<file path="config.mk">
export PLATFORM = sky130hd
export DESIGN_NAME = cfg_window_xlat
export DESIGN_NICKNAME = d
export VERILOG_FILES = /design/src/rtl/ctw_pkg.sv /design/src/rtl/ctw_control.sv /design/src/rtl/ctw_datapath.sv /design/src/rtl/cfg_window_xlat.sv
export SDC_FILE = /design/constraint.sdc
export NUM_CORES = 1
export LEC_CHECK = 0
export CORE_MARGIN = 5
export CORE_UTILIZATION = 40
export DETAILED_ROUTE_END_ITERATION = 8
export DONT_BUFFER_PORTS = 1
export PLACE_DENSITY_LB_ADDON = 0.1
export SKIP_LAST_GASP = 1
export SLEW_MARGIN = 15
export SYNTH_ARGS = -nofsm -noshare
export SYNTH_HDL_FRONTEND = slang
export SYNTH_SLANG_ARGS = --single-unit
</file>
<file path="constraint.sdc">
create_clock -name clk -period 1.75 [get_ports clk]
set_input_delay 0.2625 -clock clk [delete_from_list [all_inputs] [get_ports clk]]
set_output_delay 0.2625 -clock clk [all_outputs]
set_load 0.03 [all_outputs]
</file>
<file path="src/rtl/ctw_pkg.sv">
package ctw_pkg;
  typedef struct packed {
    logic req;    // translate and issue
    logic err;    // access outside usable window
    logic type1;  // Type 1 configuration cycle
    logic selHi;  // use upper BDF of the pair
  } ctwStrobe_t;
endpackage

</file>
<file path="src/rtl/ctw_control.sv">
module ctw_control
  import ctw_pkg::*;
#(
  parameter int ADDR_W = 32,
  parameter int WIN_W  = 16,
  parameter int SLOT_W = 12
) (
  input  logic                    hostValid,
  input  logic [ADDR_W-1:SLOT_W]  hostHiAddr,
  input  logic [ADDR_W-1:WIN_W]   baseHi,
  output ctwStrobe_t              st
);
  logic inWindow;
  logic lowHalf;

  always_comb begin
    inWindow = (hostHiAddr[ADDR_W-1:WIN_W] == baseHi);
    lowHalf  = ~hostHiAddr[WIN_W-1];
    st.req   = hostValid & inWindow & lowHalf;
    st.err   = hostValid & ~(inWindow & lowHalf);
    st.type1 = |hostHiAddr[WIN_W-1:SLOT_W];
    st.selHi = hostHiAddr[SLOT_W];
  end
endmodule

</file>
<file path="src/rtl/ctw_datapath.sv">
module ctw_datapath
  import ctw_pkg::*;
#(
  parameter int ADDR_W = 32,
  parameter int WIN_W  = 16,
  parameter int SLOT_W = 12,
  parameter int BDF_W  = 16,
  parameter int BE_W   = 4
) (
  input  logic                   clk,
  input  logic                   rstN,
  input  logic                   regWrEn,
  input  logic                   regSel,
  input  logic [ADDR_W-1:0]      regWrData,
  output logic [ADDR_W-1:0]      regRdData,
  output logic [ADDR_W-1:WIN_W]  baseHi,
  input  ctwStrobe_t             st,
  input  logic [SLOT_W-1:2]      regOffset,
  input  logic [BE_W-1:0]        hostByteEn,
  output logic                   coreReq,
  output logic [ADDR_W-1:0]      coreAddr,
  output logic [BE_W-1:0]        coreByteEn,
  output logic                   coreType1,
  output logic                   hostErr
);
  localparam int NUM_BDF = 2;
  localparam int GAP_W   = WIN_W - SLOT_W;

  logic [BDF_W-1:0] bdfReg [NUM_BDF];
  logic [BDF_W-1:0] bdfSel;

  always_ff @(posedge clk) begin
    if (!rstN) baseHi <= '0;
    else if (regWrEn && !regSel) baseHi <= regWrData[ADDR_W-1:WIN_W];
  end

  for (genvar i = 0; i < NUM_BDF; i++) begin : gBdf
    always_ff @(posedge clk) begin
      if (!rstN) bdfReg[i] <= '0;
      else if (regWrEn && regSel) bdfReg[i] <= regWrData[i*BDF_W +: BDF_W];
    end
  end

  always_comb begin
    regRdData = regSel ? {bdfReg[1], bdfReg[0]} : {baseHi, {WIN_W{1'b0}}};
    bdfSel    = st.selHi ? bdfReg[1] : bdfReg[0];
  end

  always_ff @(posedge clk) begin
    if (!rstN) begin
      coreReq    <= 1'b0;
      hostErr    <= 1'b0;
      coreAddr   <= '0;
      coreByteEn <= '0;
      coreType1  <= 1'b0;
    end else begin
      coreReq <= st.req;
      hostErr <= st.err;
      if (st.req) begin
        coreAddr   <= {bdfSel, {GAP_W{1'b0}}, regOffset, 2'b00};
        coreByteEn <= hostByteEn;
        coreType1  <= st.type1;
      end else begin
        coreAddr   <= '0;
        coreByteEn <= '0;
        coreType1  <= 1'b0;
      end
    end
  end

  assert_base_low_R2: assert property (@(posedge clk) disable iff (!rstN)
    !regSel |-> regRdData[WIN_W-1:0] == '0);
  assert_base_wr_R2: assert property (@(posedge clk) disable iff (!rstN)
    ($past(regWrEn && !regSel) && !regSel) |->
      regRdData[ADDR_W-1:WIN_W] == $past(regWrData[ADDR_W-1:WIN_W]));
  assert_bdf_wr_R3: assert property (@(posedge clk) disable iff (!rstN)
    ($past(regWrEn && regSel) && regSel) |-> regRdData == $past(regWrData));
endmodule

</file>
<file path="src/rtl/cfg_window_xlat.sv">
module cfg_window_xlat
  import ctw_pkg::*;
#(
  parameter int ADDR_W = 32,
  parameter int WIN_W  = 16,
  parameter int SLOT_W = 12,
  parameter int BE_W   = 4
) (
  input  logic              clk,
  input  logic              rstN,
  input  logic              regWrEn,
  input  logic              regSel,
  input  logic [ADDR_W-1:0] regWrData,
  output logic [ADDR_W-1:0] regRdData,
  input  logic              hostValid,
  input  logic [ADDR_W-1:2] hostAddr,
  input  logic [BE_W-1:0]   hostByteEn,
  output logic              coreReq,
  output logic [ADDR_W-1:0] coreAddr,
  output logic [BE_W-1:0]   coreByteEn,
  output logic              coreType1,
  output logic              hostErr
);
  localparam int BDF_W = ADDR_W - WIN_W;

  ctwStrobe_t                  st;
  logic [ADDR_W-1:WIN_W]       baseHi;

  ctw_control #(.ADDR_W(ADDR_W), .WIN_W(WIN_W), .SLOT_W(SLOT_W)) uCtl (
    .hostValid (hostValid),
    .hostHiAddr(hostAddr[ADDR_W-1:SLOT_W]),
    .baseHi    (baseHi),
    .st        (st)
  );

  ctw_datapath #(.ADDR_W(ADDR_W), .WIN_W(WIN_W), .SLOT_W(SLOT_W),
                 .BDF_W(BDF_W), .BE_W(BE_W)) uDp (
    .clk       (clk),
    .rstN      (rstN),
    .regWrEn   (regWrEn),
    .regSel    (regSel),
    .regWrData (regWrData),
    .regRdData (regRdData),
    .baseHi    (baseHi),
    .st        (st),
    .regOffset (hostAddr[SLOT_W-1:2]),
    .hostByteEn(hostByteEn),
    .coreReq   (coreReq),
    .coreAddr  (coreAddr),
    .coreByteEn(coreByteEn),
    .coreType1 (coreType1),
    .hostErr   (hostErr)
  );

  assert_idle_quiet_R10: assert property (@(posedge clk) disable iff (!rstN)
    !$past(hostValid) |-> (!coreReq && !hostErr));
  assert_upper_half_R5: assert property (@(posedge clk) disable iff (!rstN)
    $past(hostValid && hostAddr[WIN_W-1]) |-> (hostErr && !coreReq));
  assert_type_R6: assert property (@(posedge clk) disable iff (!rstN)
    coreReq |-> coreType1 == ($past(hostAddr[WIN_W-1:SLOT_W]) != '0));
  assert_fields_R8: assert property (@(posedge clk) disable iff (!rstN)
    coreReq |-> (coreAddr[WIN_W-1:SLOT_W] == '0 && coreAddr[1:0] == 2'b00 &&
                 coreAddr[SLOT_W-1:2] == $past(hostAddr[SLOT_W-1:2])));
  assert_byte_en_R9: assert property (@(posedge clk) disable iff (!rstN)
    coreReq |-> coreByteEn == $past(hostByteEn));
endmodule

</file>
Word-level counts from Yosys, hierarchy flattened

Memory sizes are Yosys's and may differ from the RTL's.
Index checks and enable logic that the tools add are counted.

Add/sub/neg operators: 0
Multipliers: 0
Div/mod/pow operators: 0
Magnitude comparators: 0
Equality and inequality tests: 1
Shift operators: 0
Muxes and demuxes: 8
Bitwise logic cells: 8
Reduce and logical (&&, ||, !) cells: 5

Operators with widths:

| operator            | number |
|---|---|
| 2-to-1 mux 16 bit   | 3 |
| 2-to-1 mux 32 bit   | 1 |
| == test 16 bit      | 1 |
| bitwise AND 1 bit   | 4 |
| 2-to-1 mux 1 bit    | 4 |
| OR reduction 4 bit  | 1 |
| logical AND 1 bit   | 2 |
| NOT 1 bit           | 2 |
| OR 1 bit            | 2 |
| AND reduction 2 bit | 1 |
| zero test 1 bit     | 1 |

Bits in registers: 55
Bits in latches: 0
RAM bits: 32
Bits in read-only memories: 0
Bits of input ports: 71
Output and inout port bits: 71
Memories kept: 1

Memory list:

| name       | words | width | read ports | clocked after memory_dff | wr ports | RTL line           | RTL |
|---|---|---|---|---|---|---|---|
| uDp.bdfReg | 2     | 16    | 2          | 0                        | 2        | ctw_datapath.sv:29 | `logic [BDF_W-1:0] bdfReg [NUM_BDF];` |

Depth between registers and ports, before layout

Gate-level depths: netlist of the first run.

Depth after elaboration: 5
Gate-level depth with buffers: 6

Cells and area by module

A second synthesis of the first run with hierarchy kept.

Cells, all modules: 299
Area, all modules: 3449.6 um^2

By module, submodules not included:

| module       | instances | cells an instance | area each (um^2) | sequential area each (um^2) |
|---|---|---|---|---|
| ctw_datapath | 1         | 273               | 3246.9           | 1941.9 |
| ctw_control  | 1         | 26                | 202.7            | 0.0 |

Worst setup path after synthesis of the first run

No wires, ideal clock.

Kind: input port to flip-flop
Start point: input port regSel
End point: memory uDp.bdfReg[0][0], enable pin
Setup time: 389 ps
Data arrival time: 1488 ps
Data required time: 1361 ps
Setup slack: -128 ps
Cell stages on the path: 4
Buffers on the path: 2
Cells stage by stage: clkbuf_1 > clkbuf_1 > nand2_1 > nand2_1

RTL lines:

| what        | RTL line              | RTL |
|---|---|---|
| from (decl) | cfg_window_xlat.sv:12 | `input logic regSel,` |
| to (decl)   | ctw_datapath.sv:29    |  |

Final worst setup path of the first run

Start point: register uDp.baseHi[21] (netlist name)
End point: register uDp.coreAddr[20]

Cells in the longest elaborated chain, start to end: 4

Ends and longest elaborated chain:

| what                           | RTL line           | RTL |
|---|---|---|
| from (decl)                    | ctw_datapath.sv:16 | `output logic [ADDR_W-1:WIN_W] baseHi,` |
| from (signal assigned)         | ctw_datapath.sv:34 | `else if (regWrEn && !regSel) baseHi <= regWrData[ADDR_W-1:WIN_W];` |
| == test 16 bit                 | ctw_control.sv:17  | `inWindow = (hostHiAddr[ADDR_W-1:WIN_W] == baseHi);` |
| bitwise AND 1 bit (2 in a row) | ctw_control.sv:19  | `st.req = hostValid & inWindow & lowHalf;` |
| AND reduction 2 bit (no line)  | n/a                |  |
| to (signal assigned)           | ctw_datapath.sv:60 | `coreAddr <= {bdfSel, {GAP_W{1'b0}}, regOffset, 2'b00};` |
| to (decl)                      | ctw_datapath.sv:21 | `output logic [ADDR_W-1:0] coreAddr,` |

No other way between the ends.
A chain may end at the register's enable or synchronous reset.

==> impl_metrics.ini, run 1 <==
[synth]
synth-edff-count = 32
yosys-top-cells-area = dfxtp_1, edfxtp_1, and2_1
synth_xor_area_share_pct = 3.980
synth.distinct_cells = 22
synth_top_family_by_area = simple AND/OR/NAND/NOR gates
syn_area_um2 = 3521
async_reset_ff_share_pct = 0
postSynthAreaPerCell_um2 = 11.07
yosys.area_share.adder_pct = 0
ys_seq_area_share_pct = 55.15
synth_common_cells = and2_1, dfxtp_1, nand2_1, edfxtp_1, clkbuf_1
synth_top_area_share_pct = 27.86
synthSimpleGateAreaFrac_pct = 23.31
synthMuxAreaShare_pct = 9.666
netlist_instances = 318
yosysTopAreaCell = dfxtp_1
synth-compound-area-share_pct = 3.625
yosys_warnings = 0
synth_seq_cells = 81
ys.flop_type = dfxtp_1

[timing]
fmax_ghz = 0.6107
min_period_ns = 1.638
fin_skew_ns = 0.01111
maxSlewHeadroom_pct = 33.88
rsz0062_at_grt = false
worst_slew_pin_slew_ns = 0.9918
drv_slew = 0
period_share_pct = 93.57
hold_violations = 0
finalSetupTns_ns = 0
whs_ns = 0.02666
setup_viol = 0

[clock_tree]
clk_path_buf_depth = 2
h-tree-depth = 3
clk_latency_ns = 0.34
clock_sinks = 81
cts_tree = done
cts_hold_repair.buffers = 0
clk_pin_slew_ns = 0.08
cts-buffers-inserted = 9
cts_root_buffer = clkbuf_8

[power_and_ir_drop]
p_leak_nw = 1.420
p_per_area_nw_per_um2 = 994.5
ir_drop_mv = 0.3889

[final_layout]
drive_gt1_share_pct = 19.50
layout.nets = 384
area_growth_pct = 10.34
final_design_area_no_fill_um2 = 3885
stdcell_count = 427

[setup_path]
cp_max_fo = 17
critPathMostFrequentCell = nor4_2
timing.rr.end = uDp.coreAddr[20]$_SDFF_PN0_
rr_startpoint = uDp.baseHi[21]$_SDFFE_PN0P_
reg2reg_depth = 6
slowest_delay_ns = 0.33
cp_cell_sequence = xor2_1, nor4_2, nand4_1, buf_4, buf_12, nor4_2
crit_type = flop to flop
worst_setup_path_end_kind = flop
startpoint = uDp.baseHi[21]$_SDFFE_PN0P_
startpoint_type = flop
reg2reg_slack_ns = 0.11
crit_arrival_ns = 1.89
cp.required_ns = 2.00
cp_slowest_cell = dfxtp_1
endpoint = uDp.coreAddr[20]$_SDFF_PN0_

[placement]
dp_cells = 408
place_hpwl_um = 6340
place_area_um2 = 3616
gp_congestion = 0.7493
portBuffers = 0

[global_routing]
track_usage_pct = 15.88
grt_remaining_overflow = 0
grt_antenna_before_repair = 2
grt_pass1_wl_um = 13300
grt_max_degree = 37
grt_pass1_vias = 2237

[drt]
drc = 0
drtAntennaViolNets = 0
drtPass1Iterations = 4
dr_total_vias = 2198
finalWirelength_um = 8726
via_per_inst = 5.148
wl_per_cell_um = 20.44
drt-initial-drc-count = 68

[floorplan]
dieArea_um2 = 10780
core_area_um2 = 8636
rows = 34
die_h_um = 103.8
ios = 142
start_util_pct = 40.77
chipWidth_um = 103.8

[run_status]
status = completed

[hold_path]
hold_path_class = input pin to flop

[job]
cap_violations = 0
-- timing repair --
item | CTS | global route
pin swaps | 0 | 3
gates resized for setup | 1 | 5
gates cloned | 0 | 1
buffers inserted | 0 | 1
setup endpoints to repair | 18 | 11
-- worst min-delay path by stage --
stage	from	to	slack, ns	depth (start not counted)
floorplan	hostAddr[10]	uDp.coreAddr[10]$_SDFF_PN0_	0.38	2
global placement	hostAddr[4]	uDp.coreAddr[4]$_SDFF_PN0_	0.39	2
detailed placement	hostByteEn[0]	uDp.coreByteEn[0]$_SDFF_PN0_	0.38	2
CTS	hostByteEn[2]	uDp.coreByteEn[2]$_SDFF_PN0_	0.008	2
global route	hostByteEn[2]	uDp.coreByteEn[2]$_SDFF_PN0_	0.0006	2
finish	hostByteEn[2]	uDp.coreByteEn[2]$_SDFF_PN0_	0.03	2
-- power by group --
part           switching, W  total (W)  internal, W  leakage, nW
Clock              0.000656    0.00135     0.000694       0.0953
Sequential        0.0000549    0.00210      0.00204        0.722
Combinational      0.000286   0.000416     0.000130        0.603
Total              0.000997    0.00386      0.00287         1.42
-- state kept, by name (all words and copies together) (netlist names) --
register,cells
uDp.bdfReg,32
uDp.coreAddr,26
uDp.coreByteEn,4
uDp.coreReq,1
uDp.baseHi,16
uDp.coreType1,1
uDp.hostErr,1
-- worst max-delay path, delay by kind of cell (launching register included) --
kind	cells	cell delay (ns)
buffers and inverters	2	0.35
XOR/XNOR	1	0.17
AND/OR/NAND/NOR	3	0.70
flip-flops	1	0.33
-- routing by layer --
layer | GRT usage (%) | part of all wire, % | up-vias | routed length, µm
met5 | 0 | 0.13 | - | 11
met4 | 5.643 | 1.5 | 2 | 129
met3 | 6.903 | 9.0 | 12 | 784
met2 | 24.32 | 45 | 93 | 3949
met1 | 19.93 | 44 | 1034 | 3851
li1 | - | - | 1057 | -
-- kinds of logic after synthesis --
group / Yosys count
buffers and inverters: 31
AO/OA/AOI/OAI: 17
XOR/XNOR: 16
multiplexers: 32
AND/OR/NAND/NOR: 140
other: 1
flip-flops: 81
-- stage by stage --
stage                     total power [W]  worst slack (ns)  utilization (%)
final                            0.003863            0.1125            44.99
after global routing             0.004037           0.01058            44.96
after detailed placement         0.002557          -0.04864            41.87
after global placement           0.002555          0.006156            41.87
after floorplan                  0.002494            0.1527                -
after CTS                        0.003911           0.01872            44.22
-- cells in the final DEF, fill, tap and decap left out, types with 2 or more instances in the layout --
master,count
conb_1,6
mux2i_1,16
buf_4,7
clkbuf_8,10
mux2_2,16
and2_1,49
xor2_1,15
nor3_1,16
a21boi_0,15
clkinv_2,2
buf_12,2
dfxtp_1,49
edfxtp_1,32
clkinvlp_4,2
nor4_2,20
nand2b_1,2
nand2_1,48
-- area by class of cell --
class	instances	area (µm²)
fill	846	4751
sequential	81	1942
multi-input combinational	211	1491
clock buffer	11	141.4
tap	108	135.1
timing repair buffer	10	117.6
clock inverter	5	55.05
antenna	1	2.502
(Power assumes the default switching activity.)
==> run 2: changes to the inputs <==
--- a/config.mk
+++ b/config.mk
@@ -5,6 +5,7 @@
 export SDC_FILE = /design/constraint.sdc
 export NUM_CORES = 1
 export LEC_CHECK = 0
+export ABC_AREA = 1
 export CORE_MARGIN = 5
 export CORE_UTILIZATION = 40
 export DETAILED_ROUTE_END_ITERATION = 8
==> impl_metrics.ini, run 2 <==
[hold_path]
hold_path_class = input pin to flop
worstHoldStart = hostAddr[8]

[floorplan]
start_util_pct = 40.83
ios = 142
chipWidth_um = 104.1
rows = 34
core_area_um2 = 8678
die_h_um = 104.1
dieArea_um2 = 10840

[synth]
yosysTopAreaCell = dfxtp_1
synth_top_area_share_pct = 27.68
ys_seq_area_share_pct = 54.80
synth.most_common_cell = inv_1
synth-edff-count = 32
yosys-top-cells-area = dfxtp_1, edfxtp_1, inv_1
synth.distinct_cells = 23
postSynthAreaPerCell_um2 = 8.580
yosys_warnings = 0
synth_common_cells = inv_1, nand2_1, dfxtp_1, nor2_1, edfxtp_1
syn_area_um2 = 3543
netlist_instances = 413
ys.flop_type = dfxtp_1
async_reset_ff_share_pct = 0
synth_seq_cells = 81

[drt]
dr_total_vias = 2459
wl_met2_um = 3999
wl_met1_um = 3597
wl_met3_um = 520
dr.max_layer_used = met4
finalWirelength_um = 8219
wl_per_cell_um = 15.36
drtAntennaViolNets = 0
drc = 0
via_per_inst = 4.596
drt-initial-drc-count = 71
drtPass1Iterations = 4

[setup_path]
worst_setup_path_end_kind = flop
cp_slowest_cell = dfxtp_1
critPathMostFrequentCell = nor2_1
cp.required_ns = 2.03
startpoint = uDp.baseHi[24]$_SDFFE_PN0P_
rr_startpoint = uDp.baseHi[24]$_SDFFE_PN0P_
cp_cell_sequence = xnor2_1, nand2_1, nor2_1, nand4_4, buf_12, nor2_1
crit_arrival_ns = 1.80
startpoint_type = flop
crit_type = flop to flop
cp_max_fo = 27
slowest_delay_ns = 0.38

[power_and_ir_drop]
intPower_w = 0.002700
swShare_pct = 28.36
ir_drop_mv = 0.3920
p_leak_nw = 1.905
p_per_area_nw_per_um2 = 971.7
p_switching_w = 0.001069
pwr-share-clk_pct = 32.4
seqPwrFrac_pct = 55.9
share_comb_of_total_power_pct = 11.7

[final_layout]
final_common_cell = inv_1
max_flop_register = uDp.bdfReg
area_growth_pct = 9.463
layout.nets = 493
largest_reg_flops = 32
final_cell_mix = inv_1, nand2_1, dfxtp_1, nor2_1, edfxtp_1
drive_gt1_share_pct = 15.69
largest_registers = uDp.bdfReg (32), uDp.coreAddr (26), uDp.baseHi (16)
antenna_cells = 0
fill_cells = 886

[global_routing]
grt_pass1_vias = 2422
grt_max_degree = 46
track_usage_pct = 15.01
grt_antenna_before_repair = 0
grt_pass1_wl_um = 12680
grt_remaining_overflow = 0

[timing]
rsz0062_at_grt = false
setup_viol = 0
hold_violations = 0
period_share_pct = 86.66
min_period_ns = 1.517
fin_skew_ns = 0.01167
drv_slew = 0
finalSetupTns_ns = 0
whs_ns = 0.02348
fmax_ghz = 0.6594

[clock_tree]
h-tree-depth = 3
post_cts_buffers = 0
clk_pin_slew_ns = 0.09
cts_root_buffer = clkbuf_8
cts_hold_repair.buffers = 0
clock_sinks = 81
cts_resized = 0
clk_latency_ns = 0.35
clk_path_buf_depth = 2
cts-buffers-inserted = 9
cts_tree = done

[placement]
place_hpwl_um = 6061
gp_congestion = 0.7166
portBuffers = 0

[run_status]
status = completed

[job]
cap_violations = 0
## run 2: cell types whose count changed in the layout (fill, tap and decap cells not counted), sizes merged, moves of 15 or more
| cell | change |
|---|---|
| a21boi | -16 |
| nor4 | -20 |
| nand2 | +27 |
| o21ai | +28 |
| nor3 | -16 |
| inv | +87 |
| nor2 | +74 |
| mux2 | -16 |
| a21oi | +16 |
| and2 | -49 |
| xor2 | -15 |
## run 2: worst paths after layout
path | end | slack [ns] | cells past startpoint
max | uDp.coreAddr[30]$_SDFF_PN0_ | 0.23 | 6
max reg2reg | uDp.coreAddr[30]$_SDFF_PN0_ | 0.23 | 6
min reg2reg | uDp.coreAddr[19]$_SDFF_PN0_ | 0.54 | 2
min | uDp.coreAddr[8]$_SDFF_PN0_ | 0.02 | 2
## run 2: power by group through the flow
stage | Clock [W] | Combinational [W] | Sequential [W]
after floorplan | 0 | 0.000390 | 0.00213
after global placement | 0 | 0.000445 | 0.00215
after detailed placement | 0 | 0.000448 | 0.00215
after CTS | 0.00126 | 0.000450 | 0.00211
after global routing | 0.00134 | 0.000489 | 0.00212
final | 0.00122 | 0.000441 | 0.00211
## run 2: final cells by class
cell class              count  area [µm²]  area share (%)
flip-flops and latches     81        1942           50.06
repair buffers             17       140.1           3.613
well taps                 108       135.1           3.484
multi-input cells         227        1167           30.10
clock inverters             6       43.79           1.129
clock buffers              10       127.6           3.290
inverters                  86       322.8           8.323
## run 2: per-layer routing
layer / global-route usage (%) / up-vias
met5: 0 / -
li1: - / 1246
met4: 5.550 / 0
met2: 24.68 / 87
met3: 5.028 / 6
met1: 18.21 / 1120
## run 2: critical path, delay by kind of cell (launching register included)
| kind | cells | cell delay, ns |
|---|---|---|
| buffers and inverters | 1 | 0.25 |
| xor gates and xnor gates | 1 | 0.13 |
| and+or+nand+nor | 4 | 0.69 |
| DFF | 1 | 0.38 |
## run 2: through the flow
step	setup WS, ns	power [W]	utilization [%]	cell area, µm²	std cells
after floorplan	0.1960	0.002521	-	3573	418
after global placement	0.2600	0.002595	42.72	3707	519
after detailed placement	0.2172	0.002600	42.72	3707	519
after CTS	0.1920	0.003822	44.69	3879	535
after global routing	0.1122	0.003949	44.69	3879	535
final	0.2334	0.003769	44.69	3879	535
## run 2: kinds of logic (layout without fill, tap and decap cells)
group	after synthesis	count (layout)	share of synthesized area [%]
simple gates	156	156	20.02
buf+inv	110	119	13.10
flops	81	81	54.80
compound gates	44	44	6.215
mux	16	16	4.520
xor+xnor	5	5	1.236
other cells	1	6	0.1058
